--- src/rtl/hbc_pkg.sv ---
package hbc_pkg;
   typedef enum logic {
      DIAG_A = 1'b0,   // high-left + low-right
      DIAG_B = 1'b1    // high-right + low-left
   } diag_e;

   typedef struct packed {
      logic hl;
      logic hr;
      logic ll;
      logic lr;
   } gates_t;

   localparam gates_t GATES_OFF  = '{hl: 1'b0, hr: 1'b0, ll: 1'b0, lr: 1'b0};
   localparam gates_t GATES_LOWS = '{hl: 1'b0, hr: 1'b0, ll: 1'b1, lr: 1'b1};

   function automatic gates_t diag_gates(diag_e d);
      gates_t g;
      g.hl = (d == DIAG_A);
      g.lr = (d == DIAG_A);
      g.hr = (d == DIAG_B);
      g.ll = (d == DIAG_B);
      return g;
   endfunction
endpackage

--- src/rtl/hbc_sync.sv ---
module hbc_sync #(
   parameter int W      = 1,
   parameter int STAGES = 2
) (
   input  logic         clk,
   input  logic         rst_n,
   input  logic [W-1:0] d,
   output logic [W-1:0] q
);
   if (STAGES < 2) begin : g_bad_stages
      $error("hbc_sync: STAGES must be at least 2");
   end

   logic [STAGES-1:0][W-1:0] st;

   always_ff @(posedge clk or negedge rst_n) begin
      if (!rst_n) st <= '0;
      else        st <= {st[STAGES-2:0], d};
   end

   assign q = st[STAGES-1];
endmodule

--- src/rtl/hbc_phase.sv ---
module hbc_phase
   import hbc_pkg::*;
(
   input  logic  clk,
   input  logic  rst_n,
   input  logic  osc,
   input  logic  direct,
   input  logic  bclk_s,
   output diag_e want
);
   logic  bclk_d;
   diag_e ph;
   logic  fall;

   assign fall = bclk_d & ~bclk_s;

   always_ff @(posedge clk or negedge rst_n) begin
      if (!rst_n) begin
         bclk_d <= 1'b0;
         ph     <= DIAG_A;
      end else begin
         bclk_d <= bclk_s;
         if (!osc)                 ph <= DIAG_A;
         else if (!direct && fall) ph <= diag_e'(~ph);
      end
   end

   // direct: clock high selects A, low selects B
   assign want = direct ? diag_e'(~bclk_s) : ph;
endmodule

--- src/rtl/hbc_deadtime.sv ---
module hbc_deadtime
   import hbc_pkg::*;
#(
   parameter int MIN_DEAD = 4,
   parameter int MAX_DEAD = 40
) (
   input  logic  clk,
   input  logic  rst_n,
   input  logic  osc,
   input  diag_e want,
   input  diag_e entry,
   input  logic  slope_l,
   input  logic  slope_r,
   output diag_e cur,
   output logic  dead
);
   localparam int CW = $clog2(MAX_DEAD + 1);

   if (MIN_DEAD < 1 || MAX_DEAD <= MIN_DEAD) begin : g_bad_dead
      $error("hbc_deadtime: need 1 <= MIN_DEAD < MAX_DEAD");
   end

   logic [CW-1:0] cnt;
   logic          slope_sel, min_ok, tmo, done;

   // leaving A switches off high-left: the left node falls
   assign slope_sel = (cur == DIAG_A) ? slope_l : slope_r;
   assign min_ok    = (cnt >= CW'(MIN_DEAD - 1));
   assign tmo       = (cnt >= CW'(MAX_DEAD - 1));
   assign done      = (min_ok && slope_sel) || tmo;

   always_ff @(posedge clk or negedge rst_n) begin
      if (!rst_n) begin
         cur  <= DIAG_A;
         dead <= 1'b0;
         cnt  <= '0;
      end else if (!osc) begin
         cur  <= entry;
         dead <= 1'b0;
         cnt  <= '0;
      end else if (dead) begin
         if (done) begin
            dead <= 1'b0;
            cur  <= diag_e'(~cur);
            cnt  <= '0;
         end else begin
            cnt  <= cnt + 1'b1;
         end
      end else if (want != cur) begin
         dead <= 1'b1;
         cnt  <= '0;
      end
   end
endmodule

--- src/rtl/hbridge_commutator.sv ---
module hbridge_commutator
   import hbc_pkg::*;
#(
   parameter int SYNC_STAGES = 2,
   parameter int MIN_DEAD    = 4,
   parameter int MAX_DEAD    = 40
) (
   input  logic clk,
   input  logic rst_n,
   input  logic bridge_off_i,
   input  logic run_en_i,
   input  logic direct_i,
   input  logic bclk_i,
   input  logic slope_left_i,
   input  logic slope_right_i,
   output logic gate_hl_o,
   output logic gate_hr_o,
   output logic gate_ll_o,
   output logic gate_lr_o
);
   logic [2:0] raw_s;
   logic       osc, dead;
   diag_e      want, cur, entry;
   gates_t     g;

   hbc_sync #(.W(3), .STAGES(SYNC_STAGES)) u_sync (
      .clk  (clk),
      .rst_n(rst_n),
      .d    ({bclk_i, slope_left_i, slope_right_i}),
      .q    (raw_s)
   );

   assign osc   = ~bridge_off_i & run_en_i;
   assign entry = direct_i ? diag_e'(~raw_s[2]) : DIAG_A;

   hbc_phase u_phase (
      .clk   (clk),
      .rst_n (rst_n),
      .osc   (osc),
      .direct(direct_i),
      .bclk_s(raw_s[2]),
      .want  (want)
   );

   hbc_deadtime #(.MIN_DEAD(MIN_DEAD), .MAX_DEAD(MAX_DEAD)) u_dead (
      .clk    (clk),
      .rst_n  (rst_n),
      .osc    (osc),
      .want   (want),
      .entry  (entry),
      .slope_l(raw_s[1]),
      .slope_r(raw_s[0]),
      .cur    (cur),
      .dead   (dead)
   );

   // state priority: off, then start-up, then oscillation
   always_comb begin
      if (bridge_off_i)  g = GATES_OFF;
      else if (!run_en_i) g = GATES_LOWS;
      else if (dead)     g = GATES_OFF;
      else               g = diag_gates(cur);
   end

   assign gate_hl_o = g.hl;
   assign gate_hr_o = g.hr;
   assign gate_ll_o = g.ll;
   assign gate_lr_o = g.lr;
endmodule

--- config.mk ---
export PLATFORM = sky130hd
export DESIGN_NAME = hbridge_commutator
export DESIGN_NICKNAME = d
export VERILOG_FILES = /design/src/rtl/hbc_pkg.sv /design/src/rtl/hbc_sync.sv /design/src/rtl/hbc_phase.sv /design/src/rtl/hbc_deadtime.sv /design/src/rtl/hbridge_commutator.sv
export SDC_FILE = /design/constraint.sdc
export NUM_CORES = 1
export LEC_CHECK = 0
export ABC_AREA = 0
export BUFFER_PORTS_ARGS = -buffer_cell sky130_fd_sc_hd__buf_2
export CAP_MARGIN = 20
export CORE_AREA = 2 2 45 47
export CTS_CLUSTER_DIAMETER = 120
export DETAILED_ROUTE_END_ITERATION = 6
export DIE_AREA = 0 0 47 49
export PLACE_DENSITY = 0.7
export SETUP_SLACK_MARGIN = 0.05
export SYNTH_ARGS = -nofsm -noshare
export SYNTH_HDL_FRONTEND = slang
export SYNTH_HIERARCHICAL = 1
export SYNTH_SLANG_ARGS = --single-unit
export TNS_END_PERCENT = 50
--- constraint.sdc ---
create_clock -name clk -period 1.8 [get_ports clk]
set_clock_uncertainty 0.15 [all_clocks]
set_input_delay 0.18 -clock clk [delete_from_list [all_inputs] [get_ports clk]]
set_output_delay 0.18 -clock clk [all_outputs]
set_load 0.02 [all_outputs]
==> results of run 1 <==
## power breakdown
part / internal, mW / total [mW] / switching, mW
combinational: 0.0571 / 0.118 / 0.0609
sequential: 0.375 / 0.389 / 0.0136
clock: 0.123 / 0.230 / 0.107
total: 0.555 / 0.737 / 0.182
## worst max-delay path by stage
stage | end | slack [ns]
floorplan | u_dead/cur | 0.12
global route | u_dead/cnt[4] | -0.03
global placement | u_dead/cur | 0.01
CTS | u_dead/cnt[4] | 0.05
detailed placement | u_dead/cnt[4] | -0.07
finish | u_dead/cnt[2] | 0.04
## cells in the mapped netlist
library cell	count
dfrtp_1	16
inv_1	6
nand2_1	5
a31oi_1	4
nand3_1	4
nor2_1	4
buf_4	3
mux2i_1	3
nand2b_1	3
nor2b_1	3
o21ai_0	3
o22ai_1	3
ha_1	2
nor3b_2	2
or3_1	2
a211o_2	1
a21oi_1	1
a21oi_2	1
a2bb2oi_1	1
a31o_2	1
a31oi_2	1
a32o_1	1
and3b_1	1
buf_6	1
nand2_2	1
nand3_2	1
nor2b_4	1
nor4_1	1
o21a_1	1
xor2_1	1
## metrics by stage
| stage | power, mW | utilization | setup slack [ns] |
|---|---|---|---|
| floorplan | 0.4636 | - | 0.1207 |
| global placement | 0.4973 | 0.4857 | 0.01488 |
| detailed placement | 0.5002 | 0.4857 | -0.07111 |
| CTS | 0.7440 | 0.5489 | 0.05082 |
| global route | 0.7772 | 0.5591 | -0.02755 |
| finish | 0.7367 | 0.5591 | 0.04024 |
## worst max-delay path, cell delays in order (launching register included)
cell and delay [ns]:
dfrtp_1 0.43, ha_2 0.22, a211o_2 0.33, a21oi_4 0.24, nand2_2 0.13, o22ai_1 0.18
## logic make-up (layout without fill, tap and decap cells)
group	Yosys count	in the layout	share of synthesized area
AND/OR/NAND/NOR	28	28	0.2109
AO/OA/AOI/OAI	18	19	0.1578
flip-flops	16	16	0.4856
buffers and inverters	10	29	0.06828
multiplexers	3	3	0.03642
adder cells (fa/ha/maj)	2	2	0.03034
XOR/XNOR	1	1	0.01062
## final cells by class
type / count / area (um^2)
flip-flops and latches: 16 / 400.4
multi-input cells: 53 / 407.9
repair buffers: 19 / 128.9
inverters: 6 / 22.52
clock buffers: 4 / 36.28
well taps: 27 / 33.78
fillers: 175 / 812.0
## sequential cells by signal (all words and copies together), names as in the netlist
signal / cells
u_dead/cnt: 6
u_dead/cur: 1
u_dead/dead: 1
u_phase/bclk_d: 1
u_phase/ph: 1
u_sync/q: 3
u_sync/st: 3
## timing repair
action                                 4_1_cts  5_1_grt
gates cloned                                 1        0
endpoints found under the hold margin       19        0
setup buffers                                2        0
pin swaps                                    3        1
hold buffers                                 4        0
gates resized for setup                      3        6
setup endpoints to repair                    8        7
## per-layer routing
layer / GRT usage / up-vias
met4: 0.06944 / 0
li1: - / 316
met3: 0.02222 / 4
met5: 0 / -
met1: 0.2038 / 293
met2: 0.2215 / 25
==> flow_summary.toml, run 1 <==
[timing]
relSlewSlack = 0.6691
setup_viol_count_final = 0
worst_pin_slew_ns = 0.4954
hold_viol_final = 0
tns_ns = 0
whs_ns = 0.06390
fin_crit_sh = 0.9776
max_clock_freq_mhz = 568.3
layout_min_cycle_time_ns = 1.760
rsz0062_at_grt = "yes"
drv_slew = 0

[global_route]
grt_pass1_vias = 598
gr-total-overflow = 0
grt_max_degree = 17
grt_use_total = 0.1475
grt_antenna_before_repair = 0
grt_pass1_wl_um = 2511

[cts]
h-tree-depth = 1
clock_latency_ns = 0.28
clk_path_buf_depth = 2
clk_pin_slew_ns = 0.09
cts_made_buffers = 3
cts_sinks = 16
root_buffer = "clkbuf_4"
cts_tree = "built"

[drt]
wl_met2_um = 707
wl_met1_um = 669
wl_per_cell_um = 11.77
drt-total-wl_um = 1471
postRouteAntennaNets = 0
via_per_inst = 5.104
drtIter0Drc = 16
firstDrtPassIters = 4
topRoutingLayerUsed = "met4"
wl_met3_um = 68
vias = 638
drc_errors = 0

[synthesis]
synthCells = 78
synth_fp_nets = 88
ys_ff_latch = 16
synth_top_area_share = 0.4856
ys_seq_area_frac = 0.4856
synth.area.top_cells = "dfrtp_1, mux2i_1, a31oi_1"
yosys_warnings = 6
synth.distinct_cells = 30
syn-cell-area_um2 = 824.5
syn_area_per_cell_um2 = 10.57
synth_top_area_cell = "dfrtp_1"

[die]
start_util = 0.4477
die_h_um = 49
fp.dieArea_mm2 = 0.002303
die_w_um = 47
io-pin-count = 12
core_area_mm2 = 0.001842
rows = 16

[worst_setup_path]
rrSetupSlack_ns = 0.04
cp.required_ns = 1.86
startpoint_type = "register"
cp-end-kind = "register"
r2r-start = "u_dead/cnt[0]"
path_max_fanout = 6
r2r_cells = 5
startpoint = "u_dead/cnt[0]"
crit_type = "register to register"
worst_r2r_endpoint = "u_dead/cnt[2]"
critPathArrivalTime_ns = 1.82

[status]
outcome = "complete, no violations"

[placement]
dpl_cell_area_um2 = 894.6
portBuffers = 11
gp_congestion = 0.8577
dp_hpwl_um = 1018
dpl.cell_count = 114

[finish]
drive_gt1_frac = 0.3367
fin_area_mm2 = 0.001030
area_growth_pct = 24.89
final_cells = 125
mostFrequentLayoutCells = "dfrtp_1, buf_2, inv_1, nand2_1"
diodes = 0
layout_commonest_cell = "dfrtp_1"
nNetsFinal = 109

[pwr]
ir_drop_mv = 0.4217
power.leakage_nw = 0.4409
power_density_mw_per_mm2 = 715.4

[worst_hold_path]
hold_depth = 3
hp-start = "direct_i"
holdPathEnd = "u_phase/ph"
worst_hold_path_type = "input pin to register"

[run]
max_cap_violations = 0
(Power assumes the default switching activity.)
==> run 2: changes to the inputs <==
--- a/config.mk
+++ b/config.mk
@@ -12,8 +12,9 @@
 export CTS_CLUSTER_DIAMETER = 120
 export DETAILED_ROUTE_END_ITERATION = 6
 export DIE_AREA = 0 0 47 49
-export PLACE_DENSITY = 0.7
-export SETUP_SLACK_MARGIN = 0.05
+export PLACE_DENSITY = 0.69
+export SETUP_SLACK_MARGIN = 0.02
+export SLEW_MARGIN = 40
 export SYNTH_ARGS = -nofsm -noshare
 export SYNTH_HDL_FRONTEND = slang
 export SYNTH_HIERARCHICAL = 1
==> flow_summary.toml, run 2 (synthesis results as in run 1) <==
[global_route]
grt_pass1_wl_um = 2421
gr-total-overflow = 0
grt_antenna_before_repair = 0
grt_pass1_vias = 584
grt_max_degree = 17
grt_use_total = 0.1491

[finish]
layout_commonest_cell = "dfrtp_1"
nNetsFinal = 114
largest_reg_flops = 6
diodes = 0
largest-register = "u_dead/cnt"
mostFrequentLayoutCells = "dfrtp_1, buf_2, buf_4, inv_1, nand2_1"
drive_gt1_frac = 0.3689
fin_area_mm2 = 0.001077
nFillCells = 170
area_growth_pct = 30.65

[worst_setup_path]
cp-end-kind = "register"
path_max_fanout = 7
startpoint_type = "register"
critPathArrivalTime_ns = 1.80
cp.required_ns = 1.86
rrSetupSlack_ns = 0.05
crit_type = "register to register"

[drt]
wl_per_cell_um = 13.08
via_per_inst = 5.277
vias = 686
firstDrtPassIters = 4
drc_errors = 0
postRouteAntennaNets = 0
drt-total-wl_um = 1700
drtIter0Drc = 36

[run]
max_cap_violations = 0

[timing]
worst_pin_slew_ns = 0.3613
setup_viol_count_final = 0
max_clock_freq_mhz = 572.9
tns_ns = 0
drv_slew = 0
layout_min_cycle_time_ns = 1.745
relSlewSlack = 0.7592
hold_viol_final = 0
fin_crit_sh = 0.9696

[die]
core_area_mm2 = 0.001842
die_h_um = 49
rows = 16
fp.dieArea_mm2 = 0.002303
start_util = 0.4477
io-pin-count = 12
die_w_um = 47

[pwr]
ir_drop_mv = 0.3627
power.leakage_nw = 0.4693
power_density_mw_per_mm2 = 698.1
power_mw = 0.7520

[cts]
clk_pin_slew_ns = 0.09
h-tree-depth = 1
clock_latency_ns = 0.28
cts_tree = "built"
clk_path_buf_depth = 2
cts_made_buffers = 3
cts_sinks = 16
root_buffer = "clkbuf_4"

[placement]
portBuffers = 11
dp_hpwl_um = 1037
dpl_cell_area_um2 = 902.1
gp_congestion = 0.8307

[worst_hold_path]
worst_hold_path_type = "input pin to register"

[status]
outcome = "complete, no violations"
[run 2: routing by layer]
metal / track usage / wire length (um) / up-vias
li1: - / - / 325
met1: 0.1875 / 730 / 320
met2: 0.2283 / 809 / 39
met3: 0.02222 / 137 / 2
met4: 0.09722 / 23 / 0
met5: 0 / 0 / -
[run 2: worst max-delay path: stages (launching register included)]
cell and delay [ns]:
dfrtp_1 0.45, ha_4 0.20, a211o_2 0.33, a21oi_4 0.24, nand2_2 0.13, o22ai_1 0.18
[run 2: layout make-up]
type                       count  area, um^2  share of cell area
multi-input combinational     53       416.7              0.3868
clock buffer                   4       36.28             0.03368
sequential                    16       401.6              0.3728
inverter                       6       22.52             0.02091
tap                           27       33.78             0.03136
timing repair buffer          24       166.4              0.1545
[run 2: power breakdown]
group	total, mW	switching [mW]	internal [mW]
clock	0.235	0.112	0.123
combinational	0.127	0.0651	0.0617
sequential	0.390	0.0148	0.375
total	0.752	0.192	0.560
[run 2: final timing paths]
kind | depth (start not counted) | to | start
min reg2reg | 0 | u_sync/q[2] | u_sync/st[2]
max in group asynchronous | 2 | u_dead/cnt[0] | rst_n
max | 5 | u_dead/cnt[5] | u_dead/cnt[1]
min | 3 | u_phase/ph | direct_i
max reg2reg | 5 | u_dead/cnt[5] | u_dead/cnt[1]
min in group asynchronous | 2 | u_dead/dead | rst_n
[run 2: timing repair]
action                                 CTS  global route
pin swaps                                0             3
endpoints found under the hold margin   19             0
setup buffers                            0             6
setup endpoints to repair                6             8
resized for setup                        1             9
gates cloned                             0             1
hold buffers                             4             0
[run 2: metrics by stage]
stage	hold WS, ns	utilization	instances	worst slack, ns
final	0.04591	0.5849	130	0.05463
after floorplan	-0.2656	-	78	0.1207
after CTS	0.04265	0.5353	123	-0.005424
after global routing	0.04754	0.5849	130	-0.03393
after detailed placement	-0.03428	0.4898	115	-0.01246
after global placement	-0.04180	0.4898	115	0.01411
==> run 3: changes to the inputs <==
--- a/config.mk
+++ b/config.mk
@@ -8,11 +8,12 @@
 export ABC_AREA = 0
 export BUFFER_PORTS_ARGS = -buffer_cell sky130_fd_sc_hd__buf_2
 export CAP_MARGIN = 20
-export CORE_AREA = 2 2 45 47
+export CORE_AREA = 2 2 43 45
 export CTS_CLUSTER_DIAMETER = 120
 export DETAILED_ROUTE_END_ITERATION = 6
-export DIE_AREA = 0 0 47 49
-export PLACE_DENSITY = 0.69
+export DIE_AREA = 0 0 45 47
+export GPL_TIMING_DRIVEN = 0
+export PLACE_DENSITY = 0.72
 export SETUP_SLACK_MARGIN = 0.02
 export SLEW_MARGIN = 40
 export SYNTH_ARGS = -nofsm -noshare
==> constraint.sdc (replaced) <==
create_clock -name clk -period 1.97 [get_ports clk]
set_clock_uncertainty 0.15 [all_clocks]
set_input_delay 0.197 -clock clk [delete_from_list [all_inputs] [get_ports clk]]
set_output_delay 0.197 -clock clk [all_outputs]
set_load 0.02 [all_outputs]
==> flow_summary.toml, run 3 (synthesis results as in run 1) <==
[finish]
mostFrequentLayoutCells = "dfrtp_1, buf_2, inv_1, nand2_1"
fin_util = 0.5962
nNetsFinal = 108
drive_gt1_frac = 0.2887
nFillCells = 151
diodes = 0
layout_commonest_cell = "dfrtp_1"
fin_area_um2 = 984.7
regArea_um2 = 400.4
area_growth_pct = 19.42
largest_reg_flops = 6
multi_input_area_um2 = 375.4
largest-register = "u_dead/cnt"

[worst_setup_path]
slowest_stage = "dfrtp_1"
cp-end-kind = "register"
worstPathCellList = "ha_1 > a211o_2 > a21oi_4 > nand2_2 > o22ai_1"
r2r_cells = 5
crit_type = "register to register"
worst_r2r_endpoint = "u_dead/cnt[2]"
path_max_fanout = 7
path_buf_inv = 0
max_stage_delay_ns = 0.44
critPathArrivalTime_ns = 1.87
startpoint_type = "register"
cp.required_ns = 2.03
rrSetupSlack_ns = 0.16
r2r-start = "u_dead/cnt[0]"
crit_family = "compound AO/OA/AOI/OAI gates"

[pwr]
power.leakage_nw = 0.4411
pwr-share-comb = 0.143
p_sw_mw = 0.1634
seq_power_share = 0.541
ir_drop_mv = 0.5131
internal_power_mw = 0.5020
switching_share = 0.2455
power_mw = 0.6654
p_clk_frac = 0.317
power_density_mw_per_mm2 = 675.7

[timing]
rsz0062_at_grt = "no"
setup_viol_count_final = 0
whs_ns = 0.07826
relSlewSlack = 0.6732
fin_crit_sh = 0.9199
worst_pin_slew_ns = 0.4892
layout_min_cycle_time_ns = 1.812
drv_slew = 0
tns_ns = 0
max_clock_freq_mhz = 551.8
hold_viol_final = 0

[worst_hold_path]
hp-start = "direct_i"
worst_hold_path_type = "input pin to register"
hold_depth = 3
holdPathEnd = "u_phase/ph"

[drt]
via_per_inst = 5.518
wl_per_cell_um = 12.54
firstDrtPassIters = 2
postRouteAntennaNets = 0
vias = 629
drc_errors = 0
drt-total-wl_um = 1429
drtIter0Drc = 3

[global_route]
grt_pass1_vias = 579
grt_max_degree = 17
grt_antenna_before_repair = 0
grt_pass1_wl_um = 2297
gr-total-overflow = 0
grt_use_total = 0.1569

[die]
rows = 15
die_h_um = 47
start_util = 0.4992
die_w_um = 45
fp.dieArea_mm2 = 0.002115
io-pin-count = 12
core_area_mm2 = 0.001652

[placement]
gp_congestion = 0.8637
dp_hpwl_um = 983.6
dpl_cell_area_um2 = 900.9
portBuffers = 11

[cts]
clk_path_buf_depth = 2
h-tree-depth = 1
post_cts_buffers = 0
cts_sinks = 16
root_buffer = "clkbuf_4"
cts_made_buffers = 3
clk_pin_slew_ns = 0.09
cts_tree = "built"
clock_latency_ns = 0.28

[run]
max_cap_violations = 0

[status]
outcome = "complete, no violations"
-- run 3: cell types whose count changed in the layout (fill, tap and decap cells not counted), sizes merged --
| cell | change |
|---|---|
| a31o | -1 |
| buf | -5 |
-- run 3: metrics by stage --
stage	cells	setup WS (ns)
after floorplan	78	0.2907
after global placement	106	0.1270
after detailed placement	106	0.1029
after CTS	114	0.09067
after global routing	114	0.04888
final	114	0.1578
-- run 3: worst max path at each step --
stage,cells after the start,slack [ns],to,from
detailed placement,5,0.10,u_dead/cnt[4],u_dead/cnt[0]
global route,6,0.05,u_dead/cnt[2],u_dead/cnt[0]
finish,5,0.16,u_dead/cnt[2],u_dead/cnt[0]
floorplan,6,0.29,u_dead/cur,u_dead/cnt[0]
global placement,5,0.13,u_dead/cnt[2],u_dead/cnt[0]
CTS,5,0.09,u_dead/cnt[0],u_dead/cnt[0]
-- run 3: layer usage --
| metal | track usage | part of all wire | routed length (um) | vias up |
|---|---|---|---|---|
| li1 | - | - | - | 316 |
| met1 | 0.1780 | 0.45 | 649 | 300 |
| met2 | 0.2743 | 0.50 | 712 | 11 |
| met3 | 0.02308 | 0.038 | 55 | 2 |
| met4 | 0.1059 | 0.0084 | 12 | 0 |
| met5 | 0 | 0 | 0 | - |
-- run 3: area by class of cell --
type,instances,area share
multi-input cells,52,0.3812
flip-flops and latches,16,0.4066
inverters,6,0.02287
clock buffers,4,0.03685
plain buffers,4,0.03431
well taps,17,0.02160
repair buffers,15,0.09657
-- run 3: power groups by stage --
stage          registers [mW]  clock network (mW)  logic [mW]
5_1_grt                 0.362               0.235       0.104
2_1_floorplan           0.363                   0      0.0609
4_1_cts                 0.360               0.223      0.0950
3_5_place_dp            0.367                   0      0.0889
6_report                0.360               0.211      0.0948
3_3_place_gp            0.366                   0      0.0867
-- run 3: worst min-delay path, cell delays in order --
cell and delay [ns]:
buf_2 0.11, nor3b_2 0.05, mux2i_1 0.11
-- run 3: repair_timing --
item	in CTS	in global routing
endpoints found under the setup margin	0	5
gates resized for setup	0	1
hold buffers	4	0
endpoints found under the hold margin	19	0
